### src/rtl/rtc_alarm_pkg.sv
package rtc_alarm_pkg;
  localparam int NFIELD   = 4;
  localparam int FLAG_BIT = 3;
  localparam int AIE_BIT  = 1;
  localparam int OFF_BIT  = 7;

  typedef logic [7:0] byte_t;

  // Compare mask of each field: 0 minute, 1 hour, 2 day of month, 3 weekday
  function automatic byte_t field_mask(input int idx);
    case (idx)
      0:       return 8'h7F;
      1, 2:    return 8'h3F;
      default: return 8'h07;
    endcase
  endfunction

  // A field agrees when it is switched off or its masked value equals the calendar
  function automatic logic field_hit(input byte_t alm, input byte_t cur, input byte_t msk);
    return alm[OFF_BIT] | (((alm ^ cur) & msk) == 8'h00);
  endfunction
endpackage

### src/rtl/alarm_regs.sv
module alarm_regs
  import rtc_alarm_pkg::*;
#(
  parameter int ADDR_W    = 4,
  parameter int CTRL_ADDR = 1,
  parameter int ALM_BASE  = 9
) (
  input  logic                    clk,
  input  logic                    rst_n,
  input  logic                    wr_en,
  input  logic [ADDR_W-1:0]       wr_addr,
  input  logic [7:0]              wr_data,
  input  logic [ADDR_W-1:0]       rd_addr,
  input  logic                    flag,
  output logic [NFIELD-1:0][7:0]  alm,
  output logic                    aie,
  output logic                    clr_req,
  output logic [7:0]              rd_data
);
  logic ctrl_wr;
  assign ctrl_wr = wr_en && (wr_addr == ADDR_W'(CTRL_ADDR));
  assign clr_req = ctrl_wr && !wr_data[FLAG_BIT];

  always_ff @(posedge clk or negedge rst_n) begin
    if (!rst_n)       aie <= 1'b0;
    else if (ctrl_wr) aie <= wr_data[AIE_BIT];
  end

  for (genvar g = 0; g < NFIELD; g++) begin : g_alm
    always_ff @(posedge clk or negedge rst_n) begin
      if (!rst_n)
        alm[g] <= 8'h80;
      else if (wr_en && wr_addr == ADDR_W'(ALM_BASE + g))
        alm[g] <= wr_data;
    end
  end

  always_comb begin
    rd_data = 8'h00;
    if (rd_addr == ADDR_W'(CTRL_ADDR)) begin
      rd_data[FLAG_BIT] = flag;
      rd_data[AIE_BIT]  = aie;
    end
    for (int k = 0; k < NFIELD; k++)
      if (rd_addr == ADDR_W'(ALM_BASE + k)) rd_data = alm[k];
  end
endmodule

### src/rtl/alarm_compare.sv
module alarm_compare
  import rtc_alarm_pkg::*;
(
  input  logic                    clk,
  input  logic                    rst_n,
  input  logic [NFIELD-1:0][7:0]  alm,
  input  logic [NFIELD-1:0][7:0]  cur,
  output logic                    hit,
  output logic                    any_on
);
  logic [NFIELD-1:0] fhit;
  logic [NFIELD-1:0] fon;

  for (genvar g = 0; g < NFIELD; g++) begin : g_fld
    assign fhit[g] = field_hit(alm[g], cur[g], field_mask(g));
    assign fon[g]  = ~alm[g][OFF_BIT];
  end

  assign any_on = |fon;
  assign hit    = any_on && (&fhit);


  all_off_no_hit_chk: assert property (@(posedge clk) disable iff (!rst_n)
    (alm[0][7] && alm[1][7] && alm[2][7] && alm[3][7]) |-> !hit);
endmodule

### src/rtl/alarm_flag.sv
module alarm_flag (
  input  logic clk,
  input  logic rst_n,
  input  logic hit,
  input  logic clr_req,
  input  logic aie,
  output logic flag,
  output logic irq_n
);
  logic hit_prev;
  logic hit_rise;

  assign hit_rise = hit && !hit_prev;

  always_ff @(posedge clk or negedge rst_n) begin
    if (!rst_n) begin
      hit_prev <= 1'b0;
      flag     <= 1'b0;
    end else begin
      hit_prev <= hit;
      if (hit_rise)     flag <= 1'b1;
      else if (clr_req) flag <= 1'b0;
    end
  end

  assign irq_n = !(flag && aie);


  rise_sets_flag_chk: assert property (@(posedge clk) disable iff (!rst_n)
    hit_rise |=> flag);

  flag_needs_rise_chk: assert property (@(posedge clk) disable iff (!rst_n)
    (!flag && !hit_rise) |=> !flag);

  clear_drops_flag_chk: assert property (@(posedge clk) disable iff (!rst_n)
    (clr_req && !hit_rise) |=> !flag);

  flag_sticky_chk: assert property (@(posedge clk) disable iff (!rst_n)
    (flag && !clr_req) |=> flag);
endmodule

### src/rtl/rtc_alarm_match.sv
module rtc_alarm_match
  import rtc_alarm_pkg::*;
#(
  parameter int ADDR_W    = 4,
  parameter int CTRL_ADDR = 1,
  parameter int ALM_BASE  = 9
) (
  input  logic              clk,
  input  logic              rst_n,
  input  logic [6:0]        cur_min,
  input  logic [5:0]        cur_hour,
  input  logic [5:0]        cur_mday,
  input  logic [2:0]        cur_wday,
  input  logic              wr_en,
  input  logic [ADDR_W-1:0] wr_addr,
  input  logic [7:0]        wr_data,
  input  logic [ADDR_W-1:0] rd_addr,
  output logic [7:0]        rd_data,
  output logic              alarm_flag,
  output logic              irq_n
);
  logic [NFIELD-1:0][7:0] alm;
  logic [NFIELD-1:0][7:0] cur;
  logic aie, clr_req, hit, any_on;

  assign cur[0] = {1'b0, cur_min};
  assign cur[1] = {2'b0, cur_hour};
  assign cur[2] = {2'b0, cur_mday};
  assign cur[3] = {5'b0, cur_wday};

  alarm_regs #(.ADDR_W(ADDR_W), .CTRL_ADDR(CTRL_ADDR), .ALM_BASE(ALM_BASE)) u_regs (
    .clk(clk), .rst_n(rst_n), .wr_en(wr_en), .wr_addr(wr_addr), .wr_data(wr_data),
    .rd_addr(rd_addr), .flag(alarm_flag), .alm(alm), .aie(aie), .clr_req(clr_req),
    .rd_data(rd_data)
  );

  alarm_compare u_cmp (
    .clk(clk), .rst_n(rst_n), .alm(alm), .cur(cur), .hit(hit), .any_on(any_on)
  );

  alarm_flag u_flag (
    .clk(clk), .rst_n(rst_n), .hit(hit), .clr_req(clr_req), .aie(aie),
    .flag(alarm_flag), .irq_n(irq_n)
  );


  irq_implies_flag_chk: assert property (@(posedge clk) disable iff (!rst_n)
    !irq_n |-> alarm_flag);
endmodule

### config.mk
export PLATFORM = sky130hd
export DESIGN_NAME = rtc_alarm_match
export DESIGN_NICKNAME = d
export VERILOG_FILES = /design/src/rtl/rtc_alarm_pkg.sv /design/src/rtl/alarm_regs.sv /design/src/rtl/alarm_compare.sv /design/src/rtl/alarm_flag.sv /design/src/rtl/rtc_alarm_match.sv
export SDC_FILE = /design/constraint.sdc
export NUM_CORES = 1
export LEC_CHECK = 0
export CAP_MARGIN = 20
export CORE_MARGIN = 3
export CORE_UTILIZATION = 40
export CTS_CLUSTER_SIZE = 28
export DETAILED_ROUTE_END_ITERATION = 8
export MAX_ROUTING_LAYER = met4
export PLACE_DENSITY = 0.68
export SYNTH_ARGS = -nofsm -noshare
export SYNTH_HDL_FRONTEND = slang
export SYNTH_SLANG_ARGS = --single-unit
### constraint.sdc
create_clock -name clk -period 2.1 [get_ports clk]
set_input_delay 0.63 -clock clk [delete_from_list [all_inputs] [get_ports clk]]
set_output_delay 0.63 -clock clk [all_outputs]
set_load 0.02 [all_outputs]
=== Word-level counts from Yosys, hierarchy flattened ===
Cells that the tools add are included.

* Flip-flop bits (word level): 35
* Input bits: 41
* Output and inout port bits: 10
* Logic and storage cells: 56

* Equal/unequal tests: 10
* Muxes and demuxes: 8
* Bitwise operators: 12
* Reduce and logical (&&, ||, !) cells: 19

{| class="wikitable"
|+ Operators by type and width
! kind !! number
|-
| $eq 4x4->1 const B || 8
|-
| $logic_not 8->1 || 4
|-
| $mux 8 || 4
|-
| $xor 6x6->6 || 2
|-
| $logic_and 1x1->1 || 9
|-
| $eq 4x1->1 const B || 2
|-
| $xor 7x7->7 || 1
|-
| $mux 1 || 4
|-
| $not 1->1 || 4
|-
| $or 1x1->1 || 4
|-
| $reduce_and 4->1 || 1
|-
| $reduce_or 4->1 || 1
|-
| $logic_not 1->1 || 3
|-
| $xor 3x3->3 || 1
|-
| $reduce_bool 2->1 || 1
|}

=== Depth between registers and ports, before layout ===
Gate-level depths: netlist of the first run.

* Depth after elaboration: 7
* Depth in mapped cells: 5

=== Hierarchy ===
A second synthesis of the first run with hierarchy kept.

* Cells, all modules: 160
* Area total of the unflattened synthesis: 1,908.1 um2

{| class="wikitable"
|+ By module, submodules not included
! module !! instances !! cells each !! area an instance (um2) !! seq. area each (um2)
|-
| alarm_regs || 1 || 121 || 1,575.3 || 830.8
|-
| alarm_compare || 1 || 32 || 255.2 || 0.0
|-
| alarm_flag || 1 || 6 || 73.8 || 50.0
|-
| rtc_alarm_match || 1 || 1 || 3.8 || 0.0
|}

=== Least setup slack after synthesis of the first run ===
Ideal clock, no wire load.

* Kind: input-to-output
* Start: in rd_addr[0]
* End: out rd_data[0]
* Arrival: 1,738 ps
* Required time: 1,470 ps
* Slack: -268 ps
* Cell stages on the path: 4
* Buffers on the path: 1
* Path through: clkbuf_1 nor2b_1 a22oi_1 o21ai_0

* Word-level cells in the longest chain between the ends: 5

{| class="wikitable"
|+ RTL lines
! item !! line !! text
|-
| start, declared || rtc_alarm_match.sv:17 || <nowiki>input logic [ADDR_W-1:0] rd_addr,</nowiki>
|-
| $eq 4x4->1 || alarm_regs.sv:45 || <nowiki>if (rd_addr == ADDR_W'(ALM_BASE + k)) rd_data = alm[k];</nowiki>
|-
| $mux 8 (3 in series) || alarm_regs.sv:45 ||
|-
| $mux 8 (*) || alarm_regs.sv:45 ||
|-
| end, declared || rtc_alarm_match.sv:18 || <nowiki>output logic [7:0] rd_data,</nowiki>
|}

Every way passes the cells marked *; elsewhere a longest branch is shown, timed or not.

=== Worst setup path after layout of the first run ===
* Start: in rd_addr[3]
* End: out rd_data[3]

* Word-level cells in the longest chain between the ends: 6

{| class="wikitable"
|+ RTL lines
! item !! line !! text
|-
| $eq 4x1->1 || alarm_regs.sv:40 || <nowiki>if (rd_addr == ADDR_W'(CTRL_ADDR)) begin</nowiki>
|-
| $mux 1 || alarm_regs.sv:40 ||
|-
| $mux 8 (3 in series) || alarm_regs.sv:45 ||
|-
| $mux 8 (*) || alarm_regs.sv:45 ||
|}

Marked as above.

==> results of run 1 <==
[cells by family (layout without fill, tap and decap cells)]
group	Yosys count	in the layout	synth area share (%)
buffers and inverters	3	91	0.707
XOR/XNOR	22	22	9.90
flip-flops	35	35	45.3
multiplexers	43	43	24.8
AND/OR/NAND/NOR	32	32	11.8
AO/OA/AOI/OAI	23	23	7.52
[cells in the mapped netlist, types with 2 or more instances]
library cell / instances
mux2i_1: 2
o21a_1: 2
nor4b_4: 3
nand4_1: 2
dfstp_2: 4
a21oi_1: 2
mux2_2: 41
xor2_1: 12
nor2_1: 2
nand2b_1: 2
o22ai_1: 3
buf_2: 2
nand2_1: 10
dfrtp_1: 31
o21ai_0: 7
nor4_1: 2
nor2b_1: 2
a22oi_1: 6
xnor2_1: 10
[power by group]
part / leakage (uW) / switching, uW / internal (uW)
registers: 0.000424 / 132 / 847
logic: 0.000828 / 347 / 506
clock network: 0.0000477 / 242 / 227
total: 0.00130 / 721 / 1580
[registers in the layout, indices dropped and copies added, names as in the netlist]
signal,cells
u_flag.hit_prev,1
u_flag.flag,1
u_regs.alm,32
u_regs.aie,1
[metal layers]
metal	vias up	GRT usage, %	routed length (um)
met4	0	7.18	137
met2	59	34.3	2900
met3	14	3.56	232
li1	751	-	-
met5	-	-	0
met1	810	27.2	2420
[what timing repair did]
item                                    in CTS  in global routing
hold endpoints to repair                     0                  0
gates cloned                                 0                  0
pin swaps                                   12                 10
resized for setup                           80                 29
setup buffers                                1                  0
endpoints found under the setup margin       8                  9
[area by class of cell]
type	count	area, um^2
Sequential cell	35	881
Tap cell	65	81.3
Fill cell	335	1460
Multi-Input combinational cell	120	1190
Clock buffer	5	68.8
Clock inverter	3	15.0
Timing Repair Buffer	83	838
[stage by stage]
stage | setup TNS, ns | utilization [%] | instances | total power (uW) | worst slack (ns)
2_1_floorplan | 0 | - | 158 | 1360 | 0.0555
3_3_place_gp | -9.90 | 62.3 | 303 | 1730 | -0.982
3_5_place_dp | -10.95 | 62.3 | 303 | 1770 | -0.984
4_1_cts | -1.20 | 65.4 | 312 | 2260 | -0.166
5_1_grt | -0.773 | 67.9 | 311 | 2420 | -0.176
6_report | -0.505 | 67.9 | 311 | 2300 | -0.160
[worst min path at each step]
stage | start | endpoint | slack, ns | cells after the start
after floorplan | rst_n | u_flag.flag | 0.33 | 0
after global placement | u_flag.hit_prev | u_flag.flag | 0.48 | 2
after detailed placement | u_regs.alm[22] | u_regs.alm[22] | 0.49 | 1
after CTS | u_regs.alm[22] | u_regs.alm[22] | 0.51 | 1
after global routing | u_regs.alm[22] | u_regs.alm[22] | 0.53 | 1
final | u_regs.alm[22] | u_regs.alm[22] | 0.51 | 1
==> flow_summary.ini, run 1 <==
[status]
status = complete, but fails checks
failed_checks = setup timing

[power_and_ir_drop]
power.leakage_uw = 0.00130
powerDensity_mw_per_mm2 = 747
ir_drop_mv = 0.438

[die]
io_pins = 51
dieArea_mm2 = 0.00574
chipWidth_um = 75.7
initial_core_util_pct = 42.9
core_area_mm2 = 0.00453
die_h_um = 75.7
num_rows = 24

[drt]
routed-via-count = 1634
wl_per_cell_um = 18.3
drtIter0Drc = 35
firstDrtPassIters = 4
post_drt_via_cell_ratio = 5.25
wl_um = 5690
ant_nets = 0
drc_errors = 0

[finish]
post-route-cell-area_mm2 = 0.00308
area.growth.synth_to_final_pct = 58.3
mostFrequentLayoutCells = 39 x mux2_2, 37 x clkdlybuf4s50_1, 31 x dfrtp_1
final_common_cell = mux2_2
diodes = 0
nets = 286
drive_gt1_share_pct = 52.8

[global_route]
grt_usage_pct = 21.3
antenna_found_initial = 0
grt_pass1_vias = 1763
grt_max_degree = 36
grt_pass1_wl_um = 8630
grt.overflow.total = 0

[critical_path]
path_cells = buf_6, buf_6, mux2_4, a21oi_4, o22ai_2, o21a_1, buf_6
critPathKind = in2out
cpMostUsedCell = buf_6
crit_start = rd_addr[3]
reg2reg_from = u_regs.alm[16]
worstPathRequired_ns = 1.47
critPathSlowestCell = mux2_4
worstSetupStartpointType = input port
crit_family = compound AO/OA/AOI/OAI gates
crit_buf_inv = 3
end_kind = output port
worstPathMaxFanout = 3
reg2regPathDepth = 6
cp.arrival_ns = 1.63
cpPeakStageDelay_ns = 0.31
rr_endpoint = u_flag.hit_prev
timing.critical_path.to = rd_data[3]
crit_cells = 7
ff2ff_setup_slack_ns = 0.44

[synthesis]
yosysSeqAreaShare_pct = 45.3
dominantRegCellSynth = dfrtp_1
async_reset_ff_share_pct = 100
syn_inst = 158
syn_area_mm2 = 0.00195
synth_edf_count = 0
synth_area_per_cell_um2 = 12.3
synth-seq-cells = 35
mappedNetlistNets = 199
yosysTopAreaCellShare_pct = 39.9
yosysWarnings = 0
ys_top_cells_by_area = dfrtp_1 40%, mux2_2 24%, dfstp_2 5.4%
ys_types = 32
synth_top_area_cell = dfrtp_1

[clock_network]
cts_tree = yes
cts_buffers = 5
clkTransAtPathRegs_ns = 0.07
clock_path_buffers = 2
cts_root_buf = clkbuf_8
htree_num_levels = 2
clk_latency_ns = 0.29
cts-hold-fix-buffers = 0
cts_sinks = 35

[timing]
finalHoldViolations = 0
max_slew_margin_pct = 68.4
report.final.slew_viol_count = 0
grt_setup_unrepaired = true
min_period_ns = 2.26
skew_ns = 0.00250
hold-worst-slack_ns = 0.511
fmax_mhz = 443
tightest_slew_ns = 0.468
setup_violations = 8
finalWorstSetupSlack_ns = -0.160
fin_crit_sh_pct = 108

[place]
io_buffers = 50
dpl.hpwl_um = 4180
place_area_mm2 = 0.00282
gp_congestion = 0.912

[worst_hold_path]
min_path_type = reg2reg

[run]
maxCapViolations = 0
Power figures use the tool's default switching activity.
==> run 2: changes to the inputs <==
Settings changed: CORE_UTILIZATION 40 to 30, PLACE_DENSITY 0.68 to unset.
==> run 2 against run 1 <==
The flow still finishes with violations (setup timing). Final area grew 0.85%. Sequential power shrank 1%. Clock skew grew 0.0074 ns. Clock power rose by 2%. Combinational power fell by 2%. Register-to-register slack improved by 0.06 ns. Global-route usage shrank 5.1 points.
==> flow_summary.ini, run 2 (synthesis gave the netlist of run 1 again) <==
[drt]
ant_nets = 0
routed-via-count = 1599
wl_um = 5570
drc_errors = 0
post_drt_via_cell_ratio = 4.94
wl_per_cell_um = 17.2
drtIter0Drc = 71
firstDrtPassIters = 4

[timing]
grt_setup_unrepaired = true
max_slew_margin_pct = 68.5
fmax_mhz = 448
min_period_ns = 2.23
finalWorstSetupSlack_ns = -0.133
fin_setup_tns_ns = -0.516
setup_violations = 8
report.final.slew_viol_count = 0
tightest_slew_ns = 0.472
finalHoldViolations = 0
skew_ns = 0.00990
fin_crit_sh_pct = 106

[finish]
fillers = 577
seq_area_um2 = 881
mostFrequentLayoutCells = 40 x mux2_2, 37 x clkdlybuf4s50_1, 31 x dfrtp_1
nets = 289
final_cells = 324
multi_input_area_mm2 = 0.00118
drive_gt1_share_pct = 52.6
diodes = 0
largest_register_ff_count = 32
final_common_cell = mux2_2
area.growth.synth_to_final_pct = 59.6
regMostFlops = u_regs.alm
post-route-cell-area_mm2 = 0.00311

[clock_network]
clk_latency_ns = 0.30
clkTransAtPathRegs_ns = 0.07
cts_buffers = 5
cts_tree = yes
htree_num_levels = 2
cts_sinks = 35
cts-hold-fix-buffers = 0
cts_root_buf = clkbuf_8
clock_path_buffers = 2

[die]
chipWidth_um = 86.5
core_area_mm2 = 0.00610
initial_core_util_pct = 31.9
io_pins = 51
dieArea_mm2 = 0.00749
num_rows = 28
die_h_um = 86.5

[critical_path]
worstPathMaxFanout = 3
worstPathRequired_ns = 1.47
cp.arrival_ns = 1.60
cpMostUsedCell = buf_6
critPathKind = in2out
cpPeakStageDelay_ns = 0.30
worstSetupStartpointType = input port
path_cells = buf_6, buf_6, mux2_4, a21oi_2, o22ai_1, o21a_1, buf_6
critPathSlowestCell = mux2_4
end_kind = output port

[place]
dpl.hpwl_um = 4120
io_buffers = 50
place_area_mm2 = 0.00285
gp_congestion = 0.790
placed_cells = 313

[global_route]
grt_pass1_wl_um = 8850
antenna_found_initial = 0
grt_usage_pct = 16.2
grt_pass1_vias = 1677
grt.overflow.total = 0
grt_max_degree = 36

[status]
failed_checks = setup timing
status = complete, but fails checks

[power_and_ir_drop]
power.leakage_uw = 0.00130
ir_drop_mv = 0.290
powerDensity_mw_per_mm2 = 735

[worst_hold_path]
min_path_type = reg2reg

[run]
maxCapViolations = 0
run 2: changes by cell type in the layout (fill, tap and decap cells not counted), sizes merged:
| cell | change |
|---|---|
| buf | +3 |
| clkinv | -2 |
| dlymetal6s2s | -1 |
| clkbuf | +2 |
| dlygate4sd2 | +1 |
run 2: cell type report:
cell class              count  area share, %
flip-flops and latches     35           28.4
repair buffers             86           27.8
clock inverters             1          0.161
multi-input cells         120           38.2
well taps                  75           3.02
clock buffers               7           2.46
run 2: through the flow:
step                      util (%)  hold WS [ns]  total power (uW)  setup slack [ns]
after floorplan                  -         0.334              1360            0.0555
after global placement        46.7         0.487              1750             -1.00
after detailed placement      46.7         0.495              1760             -1.03
after CTS                     50.1         0.511              2290            -0.130
after global routing          50.9         0.540              2420            -0.169
final                         50.9         0.504              2280            -0.133
run 2: worst paths after layout:
path | start | to | slack (ns) | depth (start not counted)
worst min register to register | u_flag.hit_prev | u_flag.flag | 0.50 | 2
worst min-delay path | u_flag.hit_prev | u_flag.flag | 0.50 | 2
min in group asynchronous | rst_n | u_regs.aie | 0.76 | 2
worst max-delay path | rd_addr[3] | rd_data[1] | -0.13 | 7
worst max register to register | u_regs.alm[16] | u_flag.flag | 0.50 | 6
max in group asynchronous | rst_n | u_regs.alm[15] | 0.98 | 2
run 2: metal layers:
layer,GRT usage (%),vias up,share of wire (%)
li1,-,763,-
met1,21.5,793,47
met2,25.2,36,48
met3,3.61,7,4.2
met4,3.82,0,1.1
met5,-,-,0
run 2: report_power, final:
group          leakage (uW)  internal [uW]  switching, uW
Combinational      0.000832            503            335
Sequential         0.000424            847            121
Clock             0.0000422            233            244
Total               0.00130           1580            700
run 2: worst max-delay path: cells and delay by family:
family          cells  cell delay [ns]
compound gates      3             0.33
mux                 1             0.30
buf+inv             3             0.34
run 2: timing repair:
action / 4_1_cts / 5_1_grt
buffers inserted: 3 / 0
resized for setup: 95 / 11
setup endpoints to repair: 9 / 9
hold endpoints to repair: 0 / 0
pin swaps: 11 / 2
cloned: 0 / 0
==> run 3: changes to the inputs <==
Settings changed: CORE_MARGIN 3 to unset, GPL_TIMING_DRIVEN set to 0, SETUP_SLACK_MARGIN set to 0.02.
==> run 3 against run 2 <==
The run still ends with setup timing left. Routed wire length decreased by 5.5%. Largest power group unchanged. Core utilization down 3.4 points. Cell count shrank 5.6%. Global-route usage up 1.7 points. Clock power is 4.4% higher. Die area decreased by 9.0%. Sequential power is 2.2% higher. Register-to-register slack improved by 0.04 ns.
==> flow_summary.ini, run 3 (synthesis gave the netlist of run 1 again) <==
[status]
status = complete, but fails checks
failed_checks = setup timing

[critical_path]
end_kind = output port
worstPathMaxFanout = 6
cp.arrival_ns = 1.63
worstSetupStartpointType = input port
critPathSlowestCell = nor2_4
reg2reg_from = u_regs.alm[16]
rr_endpoint = u_flag.flag
worstPathRequired_ns = 1.47
path_cells = buf_8, buf_8, buf_12, buf_6, nor2_4, buf_6, nand2_2, o21ai_2, buf_6
ff2ff_setup_slack_ns = 0.54
cpPeakStageDelay_ns = 0.15
critPathKind = in2out
reg2regPathDepth = 4
cpMostUsedCell = buf_6

[timing]
fmax_mhz = 442
min_period_ns = 2.26
finalWorstSetupSlack_ns = -0.161
tightest_slew_ns = 0.818
finalHoldViolations = 0
grt_setup_unrepaired = true
setup_violations = 8
report.final.slew_viol_count = 0
skew_ns = 0.00552
fin_crit_sh_pct = 108
max_slew_margin_pct = 45.5

[die]
initial_core_util_pct = 31.9
num_rows = 28
dieArea_mm2 = 0.00681
core_area_mm2 = 0.00610
chipWidth_um = 82.5
io_pins = 51
die_h_um = 82.5

[global_route]
grt_pass1_wl_um = 8270
grt_usage_pct = 17.9
grt.overflow.total = 0
antenna_found_initial = 0
grt_pass1_vias = 1599
grt_max_degree = 36

[clock_network]
cts_root_buf = clkbuf_8
cts_buffers = 5
htree_num_levels = 2
clkTransAtPathRegs_ns = 0.07
cts_sinks = 35
cts_tree = yes
clk_latency_ns = 0.29
clock_path_buffers = 2

[drt]
wl_per_cell_um = 17.2
firstDrtPassIters = 4
drtIter0Drc = 76
post_drt_via_cell_ratio = 4.98
ant_nets = 0
routed-via-count = 1525
wl_um = 5260
drc_errors = 0

[place]
gp_congestion = 0.807
place_ws_ns = -1.45
io_buffers = 50
dpl.hpwl_um = 3680
place_area_mm2 = 0.00256

[finish]
drive_gt1_share_pct = 46.8
final_common_cell = mux2_2
largest_register_ff_count = 32
diodes = 0
nets = 272
post-route-cell-area_mm2 = 0.00290
fillers = 591
regMostFlops = u_regs.alm
area.growth.synth_to_final_pct = 48.9
seq_area_um2 = 881
mostFrequentLayoutCells = 41 x mux2_2, 37 x clkdlybuf4s50_1, 31 x dfrtp_1
multi_input_area_mm2 = 0.00113

[worst_hold_path]
min_path_type = in2async

[power_and_ir_drop]
internal_power_uw = 1510
ir_drop_mv = 0.331
swShare_pct = 30.2
p_comb_share_pct = 31.2
switchingPower_uw = 653
seqPwrFrac_pct = 45.7
powerDensity_mw_per_mm2 = 746
clkPwrFrac_pct = 23.1
power.leakage_uw = 0.00119

[run]
maxCapViolations = 0
run 3: per-layer routing:
layer / part of all wire (%) / track usage [%] / wire (um) / up-vias
met5: 0 / - / 0 / -
met4: 2.8 / 8.45 / 149 / 0
met3: 4.8 / 3.08 / 255 / 15
met2: 48 / 28.3 / 2500 / 48
met1: 45 / 22.2 / 2350 / 733
li1: - / - / - / 729
run 3: power by group through the flow:
stage               sequential (uW)  combinational [uW]  clock (uW)
floorplan                       971                 385           0
global placement                988                 628           0
detailed placement              994                 632           0
CTS                             987                 676         512
global route                   1020                 734         550
finish                          989                 675         498
run 3: worst max path at each step:
stage	endpoint	slack [ns]	cells past startpoint	from
after detailed placement	rd_data[5]	-1.45	7	rd_addr[3]
final	rd_data[2]	-0.16	9	rd_addr[1]
after floorplan	rd_data[0]	0.06	4	rd_addr[0]
after CTS	rd_data[1]	-0.17	6	rd_addr[1]
after global routing	rd_data[2]	-0.19	9	rd_addr[1]
after global placement	rd_data[5]	-1.45	7	rd_addr[3]
run 3: final cells by class:
cell class	count	share of cell area, %
Tap cell	75	3.24
Timing Repair Buffer	66	23.0
Multi-Input combinational cell	120	39.1
Clock inverter	1	0.173
Buffer	3	1.17
Clock buffer	6	2.85
Sequential cell	35	30.4
run 3: critical path, delay by kind of cell:
family | cells | cell delay (ns)
buffers and inverters | 6 | 0.73
AOI/OAI and AO/OA | 1 | 0.06
and+or+nand+nor | 2 | 0.20
run 3: per-stage QoR:
step,instances,total power (uW),utilization [%],hold slack (ns),setup TNS (ns)
2_1_floorplan,158,1360,-,0.334,0
3_3_place_gp,283,1620,42.1,0.483,-35.96
3_5_place_dp,283,1630,42.0,0.488,-21.98
4_1_cts,306,2180,47.2,0.461,-1.24
5_1_grt,306,2300,47.5,0.487,-1.40
6_report,306,2160,47.5,0.422,-1.17
run 3: repair_timing:
action | in CTS | in global routing
resized for setup | 89 | 3
endpoints found under the hold margin | 0 | 0
endpoints found under the setup margin | 32 | 9
pin swaps | 7 | 4
buffers inserted | 16 | 0
hold buffers | 0 | 0
